--- config.mk ---
export PLATFORM = sky130hd
export DESIGN_NAME = page_read_ctrl
export DESIGN_NICKNAME = d
export VERILOG_FILES = /design/src/rtl/pmr_pkg.sv /design/src/rtl/pmr_array.sv /design/src/rtl/pmr_page_buf.sv /design/src/rtl/pmr_lat_timer.sv /design/src/rtl/pmr_lane_sel.sv /design/src/rtl/page_read_ctrl.sv
export SDC_FILE = /design/constraint.sdc
export NUM_CORES = 1
export LEC_CHECK = 0
export ABC_AREA = 1
export BUFFER_PORTS_ARGS = -buffer_cell sky130_fd_sc_hd__clkbuf_2
export CORE_UTILIZATION = 65
export DETAILED_ROUTE_END_ITERATION = 10
export GPL_ROUTABILITY_DRIVEN = 0
export HOLD_SLACK_MARGIN = 0.03
export PLACE_DENSITY = 0.94
export SLEW_MARGIN = 20
export SYNTH_ARGS = -nofsm -noshare
export SYNTH_HDL_FRONTEND = slang
export SYNTH_HIERARCHICAL = 1
export SYNTH_SLANG_ARGS = --single-unit
--- constraint.sdc ---
create_clock -name clk -period 4.33 [get_ports clk]
set_clock_uncertainty 0.1 [all_clocks]
set_input_delay 0.866 -clock clk [delete_from_list [all_inputs] [get_ports clk]]
set_output_delay 0.866 -clock clk [all_outputs]
set_load 0.005 [all_outputs]
--- src/rtl/pmr_pkg.sv ---
package pmr_pkg;

   localparam int unsigned PMR_PAGE_WORDS = 4;
   localparam int unsigned PMR_IDX_W      = 2;

   // content of the backing array, computed per word address
   function automatic logic [63:0] pmr_word_fn(input int unsigned a, input int unsigned half);
      logic [63:0] mask;
      logic [63:0] lo;
      logic [63:0] hi;
      mask = (64'd1 << half) - 64'd1;
      lo   = (64'(a) * 64'd3 + 64'd23) & mask;
      hi   = (~64'(a)) & mask;
      return (hi << half) | lo;
   endfunction

endpackage

--- src/rtl/pmr_array.sv ---
module pmr_array
   import pmr_pkg::*;
#(
   parameter int unsigned ADDR_W = 6,
   parameter int unsigned DATA_W = 16,
   localparam int unsigned DEPTH  = 1 << ADDR_W,
   localparam int unsigned TAG_W  = ADDR_W - PMR_IDX_W,
   localparam int unsigned HALF   = DATA_W / 2
)(
   input  logic [TAG_W-1:0]                   page_idx,
   output logic [PMR_PAGE_WORDS*DATA_W-1:0]   page_data
);

   logic [DATA_W-1:0] mem [DEPTH];

   for (genvar i = 0; i < DEPTH; i++) begin : g_cell
      localparam logic [63:0] CELL = pmr_word_fn(i, HALF);
      assign mem[i] = CELL[DATA_W-1:0];
   end

   for (genvar w = 0; w < PMR_PAGE_WORDS; w++) begin : g_port
      assign page_data[w*DATA_W +: DATA_W] = mem[{page_idx, PMR_IDX_W'(w)}];
   end

endmodule

--- src/rtl/pmr_page_buf.sv ---
module pmr_page_buf
   import pmr_pkg::*;
#(
   parameter int unsigned TAG_W  = 4,
   parameter int unsigned DATA_W = 16,
   localparam int unsigned LINE_W = PMR_PAGE_WORDS * DATA_W
)(
   input  logic              clk,
   input  logic              rst_n,
   input  logic              clr,
   input  logic              fill,
   input  logic [TAG_W-1:0]  fill_tag,
   input  logic [LINE_W-1:0] fill_data,
   input  logic [TAG_W-1:0]  look_tag,
   output logic              hit,
   output logic [LINE_W-1:0] line
);

   logic              vld_q;
   logic [TAG_W-1:0]  tag_q;
   logic [LINE_W-1:0] line_q;

   always_ff @(posedge clk) begin
      if (!rst_n) begin
         vld_q  <= 1'b0;
         tag_q  <= '0;
         line_q <= '0;
      end else if (clr) begin
         vld_q  <= 1'b0;
      end else if (fill) begin
         vld_q  <= 1'b1;
         tag_q  <= fill_tag;
         line_q <= fill_data;
      end
   end

   assign hit  = vld_q && (tag_q == look_tag);
   assign line = line_q;

endmodule

--- src/rtl/pmr_lat_timer.sv ---
module pmr_lat_timer #(
   parameter int unsigned INIT_LAT = 8,
   parameter int unsigned PAGE_LAT = 2,
   localparam int unsigned CNT_W   = $clog2(INIT_LAT + 1)
)(
   input  logic clk,
   input  logic rst_n,
   input  logic stop,
   input  logic start,
   input  logic long_sel,
   output logic done
);

   logic [CNT_W-1:0] cnt_q;

   always_ff @(posedge clk) begin
      if (!rst_n || stop)
         cnt_q <= '0;
      else if (start)
         cnt_q <= long_sel ? CNT_W'(INIT_LAT - 1) : CNT_W'(PAGE_LAT - 1);
      else if (cnt_q != '0)
         cnt_q <= cnt_q - 1'b1;
   end

   assign done = (cnt_q == CNT_W'(1));

endmodule

--- src/rtl/pmr_lane_sel.sv ---
module pmr_lane_sel
   import pmr_pkg::*;
#(
   parameter int unsigned DATA_W = 16,
   localparam int unsigned HALF   = DATA_W / 2,
   localparam int unsigned LINE_W = PMR_PAGE_WORDS * DATA_W
)(
   input  logic [LINE_W-1:0]    line,
   input  logic [PMR_IDX_W-1:0] word_idx,
   input  logic                 byte_sel,
   input  logic                 half_hi,
   output logic [DATA_W-1:0]    dout
);

   logic [DATA_W-1:0] word;

   assign word = line[word_idx*DATA_W +: DATA_W];

   always_comb begin
      if (!byte_sel)
         dout = word;
      else if (half_hi)
         dout = {{HALF{1'b0}}, word[DATA_W-1:HALF]};
      else
         dout = {{HALF{1'b0}}, word[HALF-1:0]};
   end

endmodule

--- src/rtl/page_read_ctrl.sv ---
module page_read_ctrl
   import pmr_pkg::*;
#(
   parameter int unsigned ADDR_W   = 6,
   parameter int unsigned DATA_W   = 16,
   parameter int unsigned INIT_LAT = 8,
   parameter int unsigned PAGE_LAT = 2
)(
   input  logic              clk,
   input  logic              rst_n,
   input  logic              ce_n,
   input  logic              oe_n,
   input  logic              byte_mode,
   input  logic [ADDR_W-1:0] addr,
   input  logic              addr_lsb,
   output logic [DATA_W-1:0] dq_o,
   output logic              dq_oe,
   output logic              data_valid
);

   localparam int unsigned TAG_W  = ADDR_W - PMR_IDX_W;
   localparam int unsigned KEY_W  = ADDR_W + 2;
   localparam int unsigned LINE_W = PMR_PAGE_WORDS * DATA_W;

   if (PAGE_LAT < 2) begin : g_bad_page_lat
      $error("PAGE_LAT must be at least 2");
   end
   if (INIT_LAT <= PAGE_LAT) begin : g_bad_init_lat
      $error("INIT_LAT must exceed PAGE_LAT");
   end
   if (ADDR_W <= PMR_IDX_W || ADDR_W > 16) begin : g_bad_addr
      $error("ADDR_W out of range");
   end
   if (DATA_W % 2 != 0 || DATA_W < 4 || DATA_W > 64) begin : g_bad_data
      $error("DATA_W must be even and within 4..64");
   end

   logic [KEY_W-1:0]     cur_key;
   logic [KEY_W-1:0]     key_q;
   logic                 active_q;
   logic                 new_req;
   logic                 lookup_hit;
   logic                 req_hit_q;
   logic [TAG_W-1:0]     req_tag_q;
   logic [PMR_IDX_W-1:0] req_idx_q;
   logic                 req_bm_q;
   logic                 req_lsb_q;
   logic                 valid_q;
   logic [DATA_W-1:0]    data_q;
   logic                 tmr_done;
   logic                 complete;
   logic [LINE_W-1:0]    arr_line;
   logic [LINE_W-1:0]    buf_line;
   logic [LINE_W-1:0]    src_line;
   logic [DATA_W-1:0]    lane_out;

   assign cur_key  = {byte_mode, addr, byte_mode & addr_lsb};
   assign new_req  = !ce_n && (!active_q || (cur_key != key_q));
   assign complete = !ce_n && !new_req && tmr_done;
   assign src_line = req_hit_q ? buf_line : arr_line;

   pmr_array #(
      .ADDR_W (ADDR_W),
      .DATA_W (DATA_W)
   ) u_array (
      .page_idx  (req_tag_q),
      .page_data (arr_line)
   );

   pmr_page_buf #(
      .TAG_W  (TAG_W),
      .DATA_W (DATA_W)
   ) u_page (
      .clk       (clk),
      .rst_n     (rst_n),
      .clr       (ce_n),
      .fill      (complete && !req_hit_q),
      .fill_tag  (req_tag_q),
      .fill_data (arr_line),
      .look_tag  (addr[ADDR_W-1:PMR_IDX_W]),
      .hit       (lookup_hit),
      .line      (buf_line)
   );

   pmr_lat_timer #(
      .INIT_LAT (INIT_LAT),
      .PAGE_LAT (PAGE_LAT)
   ) u_timer (
      .clk      (clk),
      .rst_n    (rst_n),
      .stop     (ce_n),
      .start    (new_req),
      .long_sel (!lookup_hit),
      .done     (tmr_done)
   );

   pmr_lane_sel #(
      .DATA_W (DATA_W)
   ) u_lane (
      .line     (src_line),
      .word_idx (req_idx_q),
      .byte_sel (req_bm_q),
      .half_hi  (req_lsb_q),
      .dout     (lane_out)
   );

   always_ff @(posedge clk) begin
      if (!rst_n) begin
         active_q  <= 1'b0;
         key_q     <= '0;
         req_hit_q <= 1'b0;
         req_tag_q <= '0;
         req_idx_q <= '0;
         req_bm_q  <= 1'b0;
         req_lsb_q <= 1'b0;
         valid_q   <= 1'b0;
         data_q    <= '0;
      end else if (ce_n) begin
         active_q  <= 1'b0;
         valid_q   <= 1'b0;
      end else if (new_req) begin
         active_q  <= 1'b1;
         key_q     <= cur_key;
         req_hit_q <= lookup_hit;
         req_tag_q <= addr[ADDR_W-1:PMR_IDX_W];
         req_idx_q <= addr[PMR_IDX_W-1:0];
         req_bm_q  <= byte_mode;
         req_lsb_q <= addr_lsb;
         valid_q   <= 1'b0;
      end else if (complete) begin
         valid_q   <= 1'b1;
         data_q    <= lane_out;
      end
   end

   assign data_valid = valid_q && !ce_n;
   assign dq_oe      = data_valid && !oe_n;
   assign dq_o       = dq_oe ? data_q : '0;

endmodule

==> Word-level counts from Yosys, hierarchy flattened <==
Memory sizes are Yosys's and may differ from the RTL's.
Index checks and enable logic that the tools add are counted.
{ "word_totals": {"register_bits": 108, "rom_bits": 4096, "inputBits": 12, "output_inout_bits": 18, "wordCells": 71, "memories": 4} }
{ "classes": {"addsub": 1, "order_cmp": 4, "n_eq_ne": 3, "shift": 1, "n_mux": 15, "n_bitwise": 8, "n_reduce_logical": 22} }
{ "memory_table": {"columns": ["name", "depth", "width", "rd", "rd_ports_with_merged_regs", "wr", "line", "rtl"], "rows": [
  ["(name not given)", 64, 16, 1, 0, 0, "pmr_array.sv:22", "assign page_data[w*DATA_W +: DATA_W] = mem[{page_idx, PMR_IDX_W'(w)}];"],
  ["(name not given)", 64, 16, 1, 0, 0, "pmr_array.sv:22", null],
  ["(name not given)", 64, 16, 1, 0, 0, "pmr_array.sv:22", null],
  ["(name not given)", 64, 16, 1, 0, 0, "pmr_array.sv:22", null]
]} }
{ "op_table": {"columns": ["cell", "count"], "rows": [
  ["two-way mux 16 bit", 10],
  ["two-way mux 64 bit", 1],
  ["variable part select 64 x 7 -> 16 bit", 1],
  ["greater-or-equal comparator 7 bit (second input constant)", 4],
  ["inverter 6 -> 7 bit", 4],
  ["two-way mux 4 bit", 2],
  ["two-way mux 8 bit", 1],
  ["inequality test 8 bit", 1],
  ["logical AND 1 bit", 7],
  ["zero test 1 bit", 6],
  ["== test 4 x 1 -> 1 bit (second input constant)", 1],
  ["== test 4 bit", 1],
  ["AND reduction 2 bit", 2],
  ["nonzero test 4 bit", 1],
  ["subtractor 4 x 1 -> 4 bit (second input constant)", 1],
  ["two-way mux 3 bit", 1],
  ["inverter 1 bit", 3],
  ["AND reduction 3 bit", 1],
  ["OR reduction 3 bit", 1],
  ["logical OR 1 bit", 2],
  ["nonzero test 2 bit", 1],
  ["OR reduction 2 bit", 1],
  ["bitwise AND 1 bit", 1]
]} }

==> Depth between registers and ports, before layout <==
Gate-level depths: netlist (run 1).
{ "depth": {"ltp_word": 9, "mapped_depth": 17} }

==> Modules after synthesis <==
Netlist (run 1), hierarchy kept.
{ "by_module_without_submodules": {"columns": ["module", "instances", "cells_each", "area_per_inst_um2", "seq_area_each_um2"], "rows": [
  ["page_read_ctrl", 1, 336, 2477.4, 560.5],
  ["pmr_page_buf", 1, 317, 2473.6, 1381.3],
  ["pmr_lane_sel", 1, 191, 829.5, 0.0],
  ["pmr_array", 1, 105, 680.7, 0.0],
  ["pmr_lat_timer", 1, 46, 302.8, 80.1]
]} }

==> Worst setup path before layout (run 1) <==
No wires, ideal clock.
{ "synth_timing": {"kind": "input port to output port", "from": "in ce_n", "to": "out dq_o[0]", "t_arrival_ns": 1.741, "required_ns": 3.364, "path_slack_ns": 1.623, "path_stages": 5, "n_path_buf": 2, "path_cell_list": "buf_2 > nor3_1 > inv_1 > buf_2 > nor2_1"} }
{ "synth_via": {"elab_chain_len": 4} }
{ "synth_lines": {"columns": ["item", "line", "rtl"], "rows": [
  ["start: declaration", "page_read_ctrl.sv:11", "input logic ce_n,"],
  ["zero test 1 bit", "page_read_ctrl.sv:136", "assign data_valid = valid_q && !ce_n;"],
  ["logical AND 1 bit", "page_read_ctrl.sv:136", null],
  ["logical AND 1 bit", "page_read_ctrl.sv:137", "assign dq_oe = data_valid && !oe_n;"],
  ["net dq_oe", "page_read_ctrl.sv:17", "output logic dq_oe,"],
  ["two-way mux 16 bit", "page_read_ctrl.sv:138", "assign dq_o = dq_oe ? data_q : '0;"],
  ["end: declaration", "page_read_ctrl.sv:16", "output logic [DATA_W-1:0] dq_o,"]
]} }
The timed path passes the listed nets, and every way through them passes these cells.

==> Final worst setup path (run 1) <==
{ "layout_timing": {"from": "reg key_q[2]", "to": "reg u_page.line_q[35] (netlist: u_page/line[35])"} }
{ "layout_via": {"elab_chain_len": 8} }
{ "layout_lines": {"columns": ["item", "line", "rtl"], "rows": [
  ["start: declaration", "page_read_ctrl.sv:39", "logic [KEY_W-1:0] key_q;"],
  ["start signal: assignment", "page_read_ctrl.sv:123", "key_q <= cur_key;"],
  ["inequality test 8 bit", "page_read_ctrl.sv:58", "assign new_req = !ce_n && (!active_q || (cur_key != key_q));"],
  ["logical OR 1 bit", "page_read_ctrl.sv:58", null],
  ["logical AND 1 bit", "page_read_ctrl.sv:58", null],
  ["zero test 1 bit", "page_read_ctrl.sv:59", "assign complete = !ce_n && !new_req && tmr_done;"],
  ["logical AND 1 bit (2 in series)", "page_read_ctrl.sv:59", null],
  ["logical AND 1 bit", "page_read_ctrl.sv:77", ".fill (complete && !req_hit_q),"],
  ["AND reduction 2 bit (no source line)", null, null],
  ["end signal: assignment", "pmr_page_buf.sv:33", "line_q <= fill_data;"],
  ["end: declaration", "pmr_page_buf.sv:21", "logic [LINE_W-1:0] line_q;"]
]} }
No other way between the ends.
A chain may end at the register's enable or synchronous reset.

==> metrics.txt, run 1 <==
outcome=completed; wire length on met3=approximately 790 um; die area=roughly 0.011 mm2; post-DR wirelength/cell=12.5 um; R2R Setup Slk=1.24 ns; final setup slack of the worst path=1.24 ns; number of setup buffers added after CTS=0; sum of routed wire length over all layers=between 10,000 and 15,000 um; Die Wd=104 um; remaining max-slew budget at the tightest pin=0.375; share of synthesized area occupied by flip-flops and latches=0.299; pin count of the biggest net entering global routing=between 70 and 80; transition at the pin with the smallest max-transition slack=~0.94 ns; cell mode on critical path=nand2_1; synthesized-area fraction occupied by and/or/nand/nor cells=0.316; Filler cells=between 700 and 800; number of remaining DRC errors=0; top cells by area, synth=dfxtp_1, nor2_1, mux2_2; post-placement worst setup slack=around 1.3 ns; number of vias after detailed routing=~5,900; post-layout minimum cycle time=just over 3 ns; Synth cell types=33; dpl cell area=~0.0065 mm2; CP max FO=around 70; cell chosen for the clock root=clkbuf_8; Overall Global Routing Usage=0.265; DR vias/cell=approximately 5.3; power per cell area=between 200 and 300 mW/mm2; CTS buffer count=9; footprint of the multi-input gates=roughly 0.0036 mm2; post-synthesis to final-layout area growth=-0.869%; clock sinks=about 100; end of the worst register-to-register path=u_page/line[35]; number of antenna violations at the first check in global routing=0; Worst-Skew Late Latency=0.38 ns; total negative slack=0 ns; unrepaired setup endpoints after global routing=false; share of cell area taken by muxes after synthesis=0.110; final number of max-transition violations=0; arrival time of the worst setup path=about 3.3 ns; Critical Path Source Type=flop; Tightest Hold Check Type=flop to flop; count of TritonRoute iterations in the first routing pass=6; wire length of the first global-routing pass=between 20,000 and 25,000 um; layout cells sized above 1=0.166; initial standard-cell utilization of the core=0.683; post-cts sizing count=0; CP max stage cell=dfxtp_1; Yosys warning total=6; Hold Path Origin=u_page/line[20]; Post-Syn Area=~0.0068 mm2; cell area after layout=~0.0067 mm2; number of cells on the worst hold path=2; destination of the worst hold path=u_page/line[20]; required time reported for the critical path endpoint=approximately 4.5 ns; uppermost metal layer occupied by signal nets=met4; area of the placeable core=0.00991 mm2; reg2reg start=key_q[2]; area taken by flip-flops and latches=0.00202 mm2; Post-Synthesis Cells=roughly 1,000; setup violation total in the final timing report=0; Register-to-Register Path Depth=12; leakage power=roughly 3.1 nW; Avg Cell Area, Syn=6.80 um2; adder-cell share of the synthesized area=0.0203; row count=36; xor and xnor fraction of the mapped netlist area=0.00259; sum of buffers and inverters on the critical path=2; kind of end point of the critical path=flop; fin nets=between 900 and 1,000; delay contributed by the slowest stage of the critical path=about 0.95 ns; post-route clock period utilization=0.713; height of the chip=between 100 and 150 um; antenna cell count=0; GR Overflow Total=0; worst-path cell chain=inv_1 > nand2_1 > nand2_1 > nor2_4 > nand3_4 > nor2_8 > nand2_1 > nor2_1 > nand2_4 > buf_4 > o21ai_0 > nor2_1; Hold Buf Count CTS=0; IO Port Bufs=29; cell taking the most area after synthesis=dfxtp_1; Clk pin slew, worst setup/hold paths=around 0.1 ns; compound-gate portion of the synthesized area=0.0721; count of antenna-violating nets left after detailed routing=0; total power=between 1.5 and 2 mW; number of levels the H-tree was split into=3; combinational family with the most area after synthesis=simple AND/OR/NAND/NOR gates; total I/O pin count=30; half-perimeter wire length of the detailed placement result=8700 um; category of the most critical setup path=flop to flop; maximum vdd ir drop=roughly 0.24 mV; post-synth top area share=0.299; total count of hold-check failures in the final report=0; flip-flop and latch count after synthesis=between 100 and 150; cell family with the largest share of critical-path delay=simple AND/OR/NAND/NOR gates; CTS tree=yes; achievable frequency=between 300 and 400 MHz; number of maximum-capacitance constraint violations=0; vias in the first global route=between 5,000 and 6,000; met2 layer wire length in the routed design=roughly 6600 um; worst-case clock buffer depth=2; met1 wire length=approximately 6000 um; Initial DRC Count=between 400 and 500
==> cell type report <==
type	count	share of cell area
clock buffers	10	0.0190
clock inverters	6	0.0104
well taps	133	0.0248
flip-flops and latches	101	0.302
repair buffers	35	0.0321
inverters	128	0.0726
multi-input cells	692	0.539
==> layout by cell type, fill, tap and decap left out, types with 15 or more instances in the layout <==
cell        n
dfxtp_1   100
clkbuf_2   29
nand3_1    59
conb_1     24
o21ai_0    71
nand4_1    17
mux2_2     64
nor2_1    202
nand2_2    15
inv_1     117
nand2_1   177
a21oi_1    22
==> worst min-delay path, stage by stage (launching register included) <==
cell and delay (ns):
dfxtp_1 0.33, nor2_1 0.04, nor2_1 0.08
==> sequential cells by signal (all words and copies together) (netlist names) <==
name / flops
u_page/tag_q: 4
valid_q: 1
u_page/vld_q: 1
u_timer/cnt_q: 4
data_q: 16
u_page/line: 64
req_hit_q: 1
req_lsb_q: 1
key_q: 8
active_q: 1
==> worst max path at each step <==
stage,start,endpoint,cells after the start
after CTS,ce_n,dq_o[12],5
final,key_q[2],u_page/line[35],12
after global routing,key_q[2],u_page/line[41],12
after floorplan,ce_n,dq_o[0],5
after detailed placement,ce_n,dq_o[12],5
after global placement,ce_n,dq_o[7],5
==> cells by family (layout without fill, tap and decap cells) <==
kind of cell / Yosys count / count (layout)
AOI/OAI and AO/OA: 97 / 97
xor gates and xnor gates: 2 / 2
adders and majority gates: 11 / 11
buffers and inverters: 224 / 179
DFF: 101 / 101
muxes: 66 / 66
other: 2 / 24
and+or+nand+nor: 492 / 492
==> power by group <==
group | switching (mW) | total, mW | internal (mW)
sequential | 0.0219 | 0.959 | 0.937
clock | 0.343 | 0.617 | 0.274
combinational | 0.228 | 0.364 | 0.137
==> layer usage <==
metal | vias to the layer above | track usage
met3 | 29 | 0.0520
li1 | 2969 | -
met4 | 0 | 0.122
met2 | 168 | 0.455
met5 | - | 0
met1 | 2696 | 0.319
==> through the flow <==
stage | instances | utilization | hold slack, ns
after global routing | 1105 | 0.677 | 0.409
final | 1105 | 0.677 | 0.384
after global placement | 1089 | 0.657 | 0.355
after detailed placement | 1089 | 0.657 | 0.366
after floorplan | 1017 | - | 0.341
after CTS | 1105 | 0.677 | 0.382
==> cells in the mapped netlist (all sizes together) <==
master / instances
mux2: 64
mux2i: 2
nor3: 2
clkbuf: 12
dfxtp: 101
o21bai: 1
nand4: 17
a21oi: 22
nor2: 215
clkinv: 1
nand2: 196
inv: 127
o21ai: 74
ha: 11
conb: 2
nand3: 60
buf: 84
xnor2: 2
or2: 2
Power figures use the tool's default switching activity.
==> run 2, diff against run 1 <==
--- a/config.mk
+++ b/config.mk
@@ -7,11 +7,11 @@
 export LEC_CHECK = 0
 export ABC_AREA = 1
 export BUFFER_PORTS_ARGS = -buffer_cell sky130_fd_sc_hd__clkbuf_2
-export CORE_UTILIZATION = 65
+export CORE_UTILIZATION = 58
 export DETAILED_ROUTE_END_ITERATION = 10
 export GPL_ROUTABILITY_DRIVEN = 0
 export HOLD_SLACK_MARGIN = 0.03
-export PLACE_DENSITY = 0.94
+export PLACE_DENSITY = 0.89
 export SLEW_MARGIN = 20
 export SYNTH_ARGS = -nofsm -noshare
 export SYNTH_HDL_FRONTEND = slang
==> constraint.sdc (replaced) <==
create_clock -name clk -period 2.8 [get_ports clk]
set_clock_uncertainty 0.1 [all_clocks]
set_input_delay 0.56 -clock clk [delete_from_list [all_inputs] [get_ports clk]]
set_output_delay 0.56 -clock clk [all_outputs]
set_load 0.005 [all_outputs]
==> run 2 against run 1 <==
Register-to-register slack lost 0.81 ns. Routed wire length grew 4.1%. Global-route usage shrank 1.8 points. Critical path type unchanged. Highest routed layer unchanged.
==> metrics.txt, run 2 (synthesis results as in run 1) <==
CP max stage cell=dfxtp_1; row count=39; area of the placeable core=0.0114 mm2; half-perimeter wire length of the detailed placement result=9440 um; clock sinks=101; unrepaired setup endpoints after global routing=false; total I/O pin count=30; height of the chip=between 100 and 150 um; delay contributed by the slowest stage of the critical path=approximately 0.42 ns; post-layout minimum cycle time=~2.4 ns; final setup slack of the worst path=around 0.43 ns; post-placement worst setup slack=between 0.4 and 0.5 ns; power per cell area=between 400 and 500 mW/mm2; cell area after layout=slightly below 0.007 mm2; CP max FO=6; Die Wd=between 100 and 150 um; sum of routed wire length over all layers=around 14,000 um; antenna cell count=0; most frequent cells in the layout=nor2_1, nand2_1, inv_1; category of the most critical setup path=flop to flop; remaining max-slew budget at the tightest pin=0.489; transition at the pin with the smallest max-transition slack=approximately 0.76 ns; total count of hold-check failures in the final report=0; met2 Use GR=0.413; placed cell count=about 1,100; max FFs per register=64; cell mode on critical path=nand2_1; Overall Global Routing Usage=0.247; pin count of the biggest net entering global routing=96; count of antenna-violating nets left after detailed routing=0; number of vias after detailed routing=about 5,900; post-cts sizing count=0; Initial DRC Count=between 400 and 500; count of TritonRoute iterations in the first routing pass=5; Tightest Hold Check Type=flop to flop; layer carrying the most global-route usage=met2; R2R Setup Slk=around 0.43 ns; Worst-Skew Late Latency=0.35 ns; CTS tree=yes; sum of buffers and inverters on the critical path=4; number of antenna violations at the first check in global routing=0; worst-case clock buffer depth=2; final number of max-transition violations=0; number of maximum-capacitance constraint violations=0; outcome=completed; dpl cell area=around 0.0066 mm2; arrival time of the worst setup path=roughly 2.5 ns; maximum vdd ir drop=0.408 mV; Final Non-Filler Cells=between 1,000 and 1,500; total negative slack=0 ns; met3 track utilization from global routing=0.0412; wire length of the first global-routing pass=23,700 um; GR Overflow Total=0; leakage power=about 3.2 nW; worst-path cell chain=inv_1 > ha_1 > nand2_1 > nand2_1 > nand2_1 > nand2_1 > mux2_2 > inv_1 > nand2_1 > nand3_1 > nand3_1 > nand2_1 > inv_1 > inv_1 > nand4_1 > nand2_1 > nor2_1; setup violation total in the final timing report=0; cell chosen for the clock root=clkbuf_16; fin nets=roughly 1,000; total power=3.25 mW; post-synthesis to final-layout area growth=2.24%; Hold Buf Count CTS=0; post-DR wirelength/cell=approximately 13 um; number of setup buffers added after CTS=0; die area=0.0121 mm2; post-route clock period utilization=0.845; achievable frequency=roughly 420 MHz; Clk pin slew, worst setup/hold paths=approximately 0.070 ns; CTS buffer count=9; layout cells sized above 1=0.177; vias in the first global route=around 5,200; number of levels the H-tree was split into=3; most common cell after layout, fill and taps aside=nor2_1; Critical Path Source Type=flop; required time reported for the critical path endpoint=2.94 ns; cell family with the largest share of critical-path delay=simple AND/OR/NAND/NOR gates; IO Port Bufs=29; met1 layer usage reported by global route=0.311; Worst Hold Slack=between 0.3 and 0.4 ns; number of remaining DRC errors=0; Util after Layout=0.608; kind of end point of the critical path=flop; DR vias/cell=roughly 5.2; initial standard-cell utilization of the core=0.595
-- run 2: cell types whose count changed in the layout (fill, tap and decap cells not counted) --
cell | before | now
buf_4 | 4 | 14
clkbuf_16 | 0 | 9
clkbuf_8 | 9 | 0
buf_12 | 2 | 4
clkinvlp_4 | 0 | 2
bufinv_16 | 1 | 0
clkbuf_1 | 1 | 0
-- run 2: area by class of cell --
type	count	area [um2]
clock buffer	9	225
clock inverter	7	55.1
fill	986	4450
inverter	128	487
multi-input combinational	692	3620
sequential	101	2020
tap	143	179
timing repair buffer	47	330
-- run 2: path summary, 6_finish.rpt --
check / from / to / cells after the start
worst max-delay path: key_q[4] / data_q[5] / 17
worst min-delay path: u_page/tag_q[2] / u_page/tag_q[2] / 2
worst max register to register: key_q[4] / data_q[5] / 17
worst min register to register: u_page/tag_q[2] / u_page/tag_q[2] / 2
-- run 2: worst reg2reg max path, stage by stage, from the launching register on --
cell and delay, ns:
dfxtp_1 0.42, inv_1 0.14, ha_1 0.38, nand2_1 0.12, nand2_1 0.06, nand2_1 0.05
nand2_1 0.06, mux2_2 0.25, inv_1 0.05, nand2_1 0.05, nand3_1 0.12, nand3_1 0.10
nand2_1 0.08, inv_1 0.04, inv_1 0.04, nand4_1 0.08, nand2_1 0.10, nor2_1 0.04
-- run 2: where the power goes --
group          switching (mW)  internal, mW  total, mW  leakage, nW
clock                   0.575         0.612       1.19        0.133
sequential             0.0276          1.45       1.48        0.817
combinational           0.361         0.224      0.586         2.25
-- run 2: routing by layer --
metal | routed length [um] | vias to the layer above
met4 | 449 | 0
met1 | 6390 | 2685
met2 | 6770 | 177
met3 | 725 | 29
met5 | 0 | -
li1 | - | 2995
==> run 3, diff against run 2 <==
--- a/config.mk
+++ b/config.mk
@@ -5,13 +5,13 @@
 export SDC_FILE = /design/constraint.sdc
 export NUM_CORES = 1
 export LEC_CHECK = 0
-export ABC_AREA = 1
+export ABC_AREA = 0
 export BUFFER_PORTS_ARGS = -buffer_cell sky130_fd_sc_hd__clkbuf_2
-export CORE_UTILIZATION = 58
+export CORE_UTILIZATION = 64
 export DETAILED_ROUTE_END_ITERATION = 10
 export GPL_ROUTABILITY_DRIVEN = 0
 export HOLD_SLACK_MARGIN = 0.03
-export PLACE_DENSITY = 0.89
+export PLACE_DENSITY = 0.93
 export SLEW_MARGIN = 20
 export SYNTH_ARGS = -nofsm -noshare
 export SYNTH_HDL_FRONTEND = slang
==> constraint.sdc (replaced) <==
create_clock -name clk -period 2.2 [get_ports clk]
set_clock_uncertainty 0.1 [all_clocks]
set_input_delay 0.44 -clock clk [delete_from_list [all_inputs] [get_ports clk]]
set_output_delay 0.44 -clock clk [all_outputs]
set_load 0.005 [all_outputs]
==> run 3 against run 2 <==
The flow now finishes with violations (setup timing). Clock-buffer cell count increased by 2. Utilization increased by 13 points. Die area decreased by 14%. Critical path depth decreased by 7. Highest routed layer unchanged. Global-route usage increased by 2.7 points. Largest power group unchanged. Via count decreased by 7.2%. Synthesized area decreased by 5.4%. Flip-flop and latch count unchanged. First-iteration DRC count increased by 0.98%. Clock power increased by 11%.
==> metrics.txt, run 3 <==
outcome=finished with violations; violations in the final reports=setup timing; number of vias after detailed routing=5,463; number of maximum-capacitance constraint violations=0; pin count of the biggest net entering global routing=50; Synth cell types=48; most instantiated flip-flop cell in the synthesis netlist=dfxtp_1; Die Wd=just over 100 um; vias in the first global route=just under 5,000; die area=between 0.01 and 0.015 mm2; footprint of the multi-input gates=about 0.0040 mm2; share of synthesized area occupied by flip-flops and latches=0.316; fin nets=761; height of the chip=~100 um; power per cell area=around 530 mW/mm2; synth cell count leaders=nand2_1, dfxtp_1, mux2_2; DR vias/cell=6.24; Avg Cell Area, Syn=a little under 9 um2; Worst-Skew Late Latency=0.39 ns; Clk pin slew, worst setup/hold paths=about 0.090 ns; antenna cell count=0; achievable frequency=roughly 430 MHz; sum of routed wire length over all layers=between 15,000 and 20,000 um; proportion of synthesized flip-flops having asynchronous set or reset=0; EDFF count, synth=0; Critical Path Source Type=flop; post-placement worst setup slack=-0.157 ns; transition at the pin with the smallest max-transition slack=a little under 0.8 ns; total power=3.82 mW; Util after Layout=0.737; post-layout minimum cycle time=2.31 ns; Final Non-Filler Cells=about 900; number of levels the H-tree was split into=3; top cells by area, synth=dfxtp_1, mux2_2, nand2_1; final number of max-transition violations=0; final setup slack of the worst path=-0.106 ns; Overall Global Routing Usage=0.274; number of antenna violations at the first check in global routing=0; initial standard-cell utilization of the core=0.658; count of antenna-violating nets left after detailed routing=0; placed cell count=roughly 840; half-perimeter wire length of the detailed placement result=between 9000 and 10,000 um; post-DR wirelength/cell=21.0 um; post-synthesis to final-layout area growth=12.0%; dpl cell area=0.00652 mm2; setup violation total in the final timing report=41; Yosys warning total=6; kind of end point of the critical path=flop; max FFs per register=between 60 and 70; unrepaired setup endpoints after global routing=true; required time reported for the critical path endpoint=2.40 ns; cell chosen for the clock root=clkbuf_8; total count of hold-check failures in the final report=0; clock sinks=approximately 100; Post-Syn Area=between 0.006 and 0.007 mm2; IO Port Bufs=29; count leader, synth=nand2_1; worst-case clock buffer depth=2; cell taking the most area after synthesis=dfxtp_1; most common cell after layout, fill and taps aside=nand2_1; GR Overflow Total=0; area taken by flip-flops and latches=approximately 0.002 mm2; total I/O pin count=30; Initial DRC Count=approximately 410; Hold Buf Count CTS=0; Worst Hold Slack=about 0.28 ns; arrival time of the worst setup path=roughly 2.5 ns; CTS tree=yes; flip-flop and latch count after synthesis=approximately 100; area of the placeable core=~0.0097 mm2; CP max FO=9; leakage power=2.67 nW; wire length of the first global-routing pass=22,200 um; CTS buffer count=9; most frequent cells in the layout=nand2_1, dfxtp_1, mux2_2; Filler cells=about 570; number of remaining DRC errors=0; row count=36; Post-Synthesis Cells=720; Tightest Hold Check Type=input pin to flop; count of TritonRoute iterations in the first routing pass=6; cell area after layout=roughly 0.007 mm2; remaining max-slew budget at the tightest pin=0.475; post-synth top area share=0.316; layout cells sized above 1=0.332; total negative slack=-1.05 ns; maximum vdd ir drop=~0.59 mV; category of the most critical setup path=flop to flop; post-route clock period utilization=1.05
==> run 3: cell count changes after synthesis, moves of 17 or more <==
| cell | before | now |
|---|---|---|
| a21boi_0 | 0 | 48 |
| a21boi_2 | 0 | 21 |
| a21oi_1 | 22 | 5 |
| and2_1 | 0 | 17 |
| inv_1 | 117 | 8 |
| mux2i_1 | 2 | 47 |
| nand3_1 | 59 | 3 |
| nor2_1 | 203 | 13 |
| o21ai_0 | 71 | 10 |
==> run 3: cell families (layout without fill, tap and decap cells) <==
family          after synthesis  after routing  synth area share
fa+ha+maj                    11             11            0.0215
other cells                   2             24           0.00117
compound gates              106            106             0.135
mux                         127            127             0.214
flops                       101            101             0.316
xor+xnor                     17             17            0.0291
buf+inv                     101            101             0.106
simple gates                255            255             0.176
==> run 3: repair_timing <==
item,CTS,global route
resized for setup,1,72
cloned,0,9
setup buffers,1,7
endpoints found under the setup margin,3,71
pin swaps,1,19
==> run 3: layer usage <==
metal | global-route usage | share of wire | routed length, um
met5 | 0 | 0 | 0
met4 | 0.175 | 0.068 | 1250
met3 | 0.0581 | 0.080 | 1480
met2 | 0.472 | 0.49 | 9050
met1 | 0.307 | 0.36 | 6600
==> run 3: layout make-up <==
cell class | instances | share of cell area
Multi-Input combinational cell | 540 | 0.556
Sequential cell | 101 | 0.284
Timing Repair Buffer | 77 | 0.103
Tap cell | 133 | 0.0232
Clock buffer | 11 | 0.0197
Clock inverter | 4 | 0.0101
Inverter | 9 | 0.00471
==> run 3: path summary, 6_finish.rpt <==
| check | from | end | slack (ns) | depth (start not counted) |
|---|---|---|---|---|
| worst max-delay path | key_q[4] | u_page/line[7] | -0.11 | 10 |
| worst min-delay path | addr[5] | key_q[6] | 0.28 | 3 |
| worst max register to register | key_q[4] | u_page/line[7] | -0.11 | 10 |
| worst min register to register | u_page/line[26] | u_page/line[26] | 0.35 | 2 |
==> run 3: report_power, final <==
| part | leakage [nW] | total (mW) | switching [mW] | internal [mW] |
|---|---|---|---|---|
| Combinational | 1.74 | 0.633 | 0.348 | 0.285 |
| Clock | 0.105 | 1.32 | 0.658 | 0.664 |
| Sequential | 0.818 | 1.87 | 0.0251 | 1.84 |
| Total | 2.67 | 3.82 | 1.03 | 2.79 |
==> run 3: critical path: stages (launching register included) <==
cell and delay (ns):
dfxtp_4 0.38, buf_6 0.14, xnor2_4 0.13, nand4_1 0.19
nor4_4 0.29, nor2b_4 0.22, and2b_4 0.20, buf_4 0.15
buf_12 0.13, nand2_1 0.06, a21boi_1 0.21
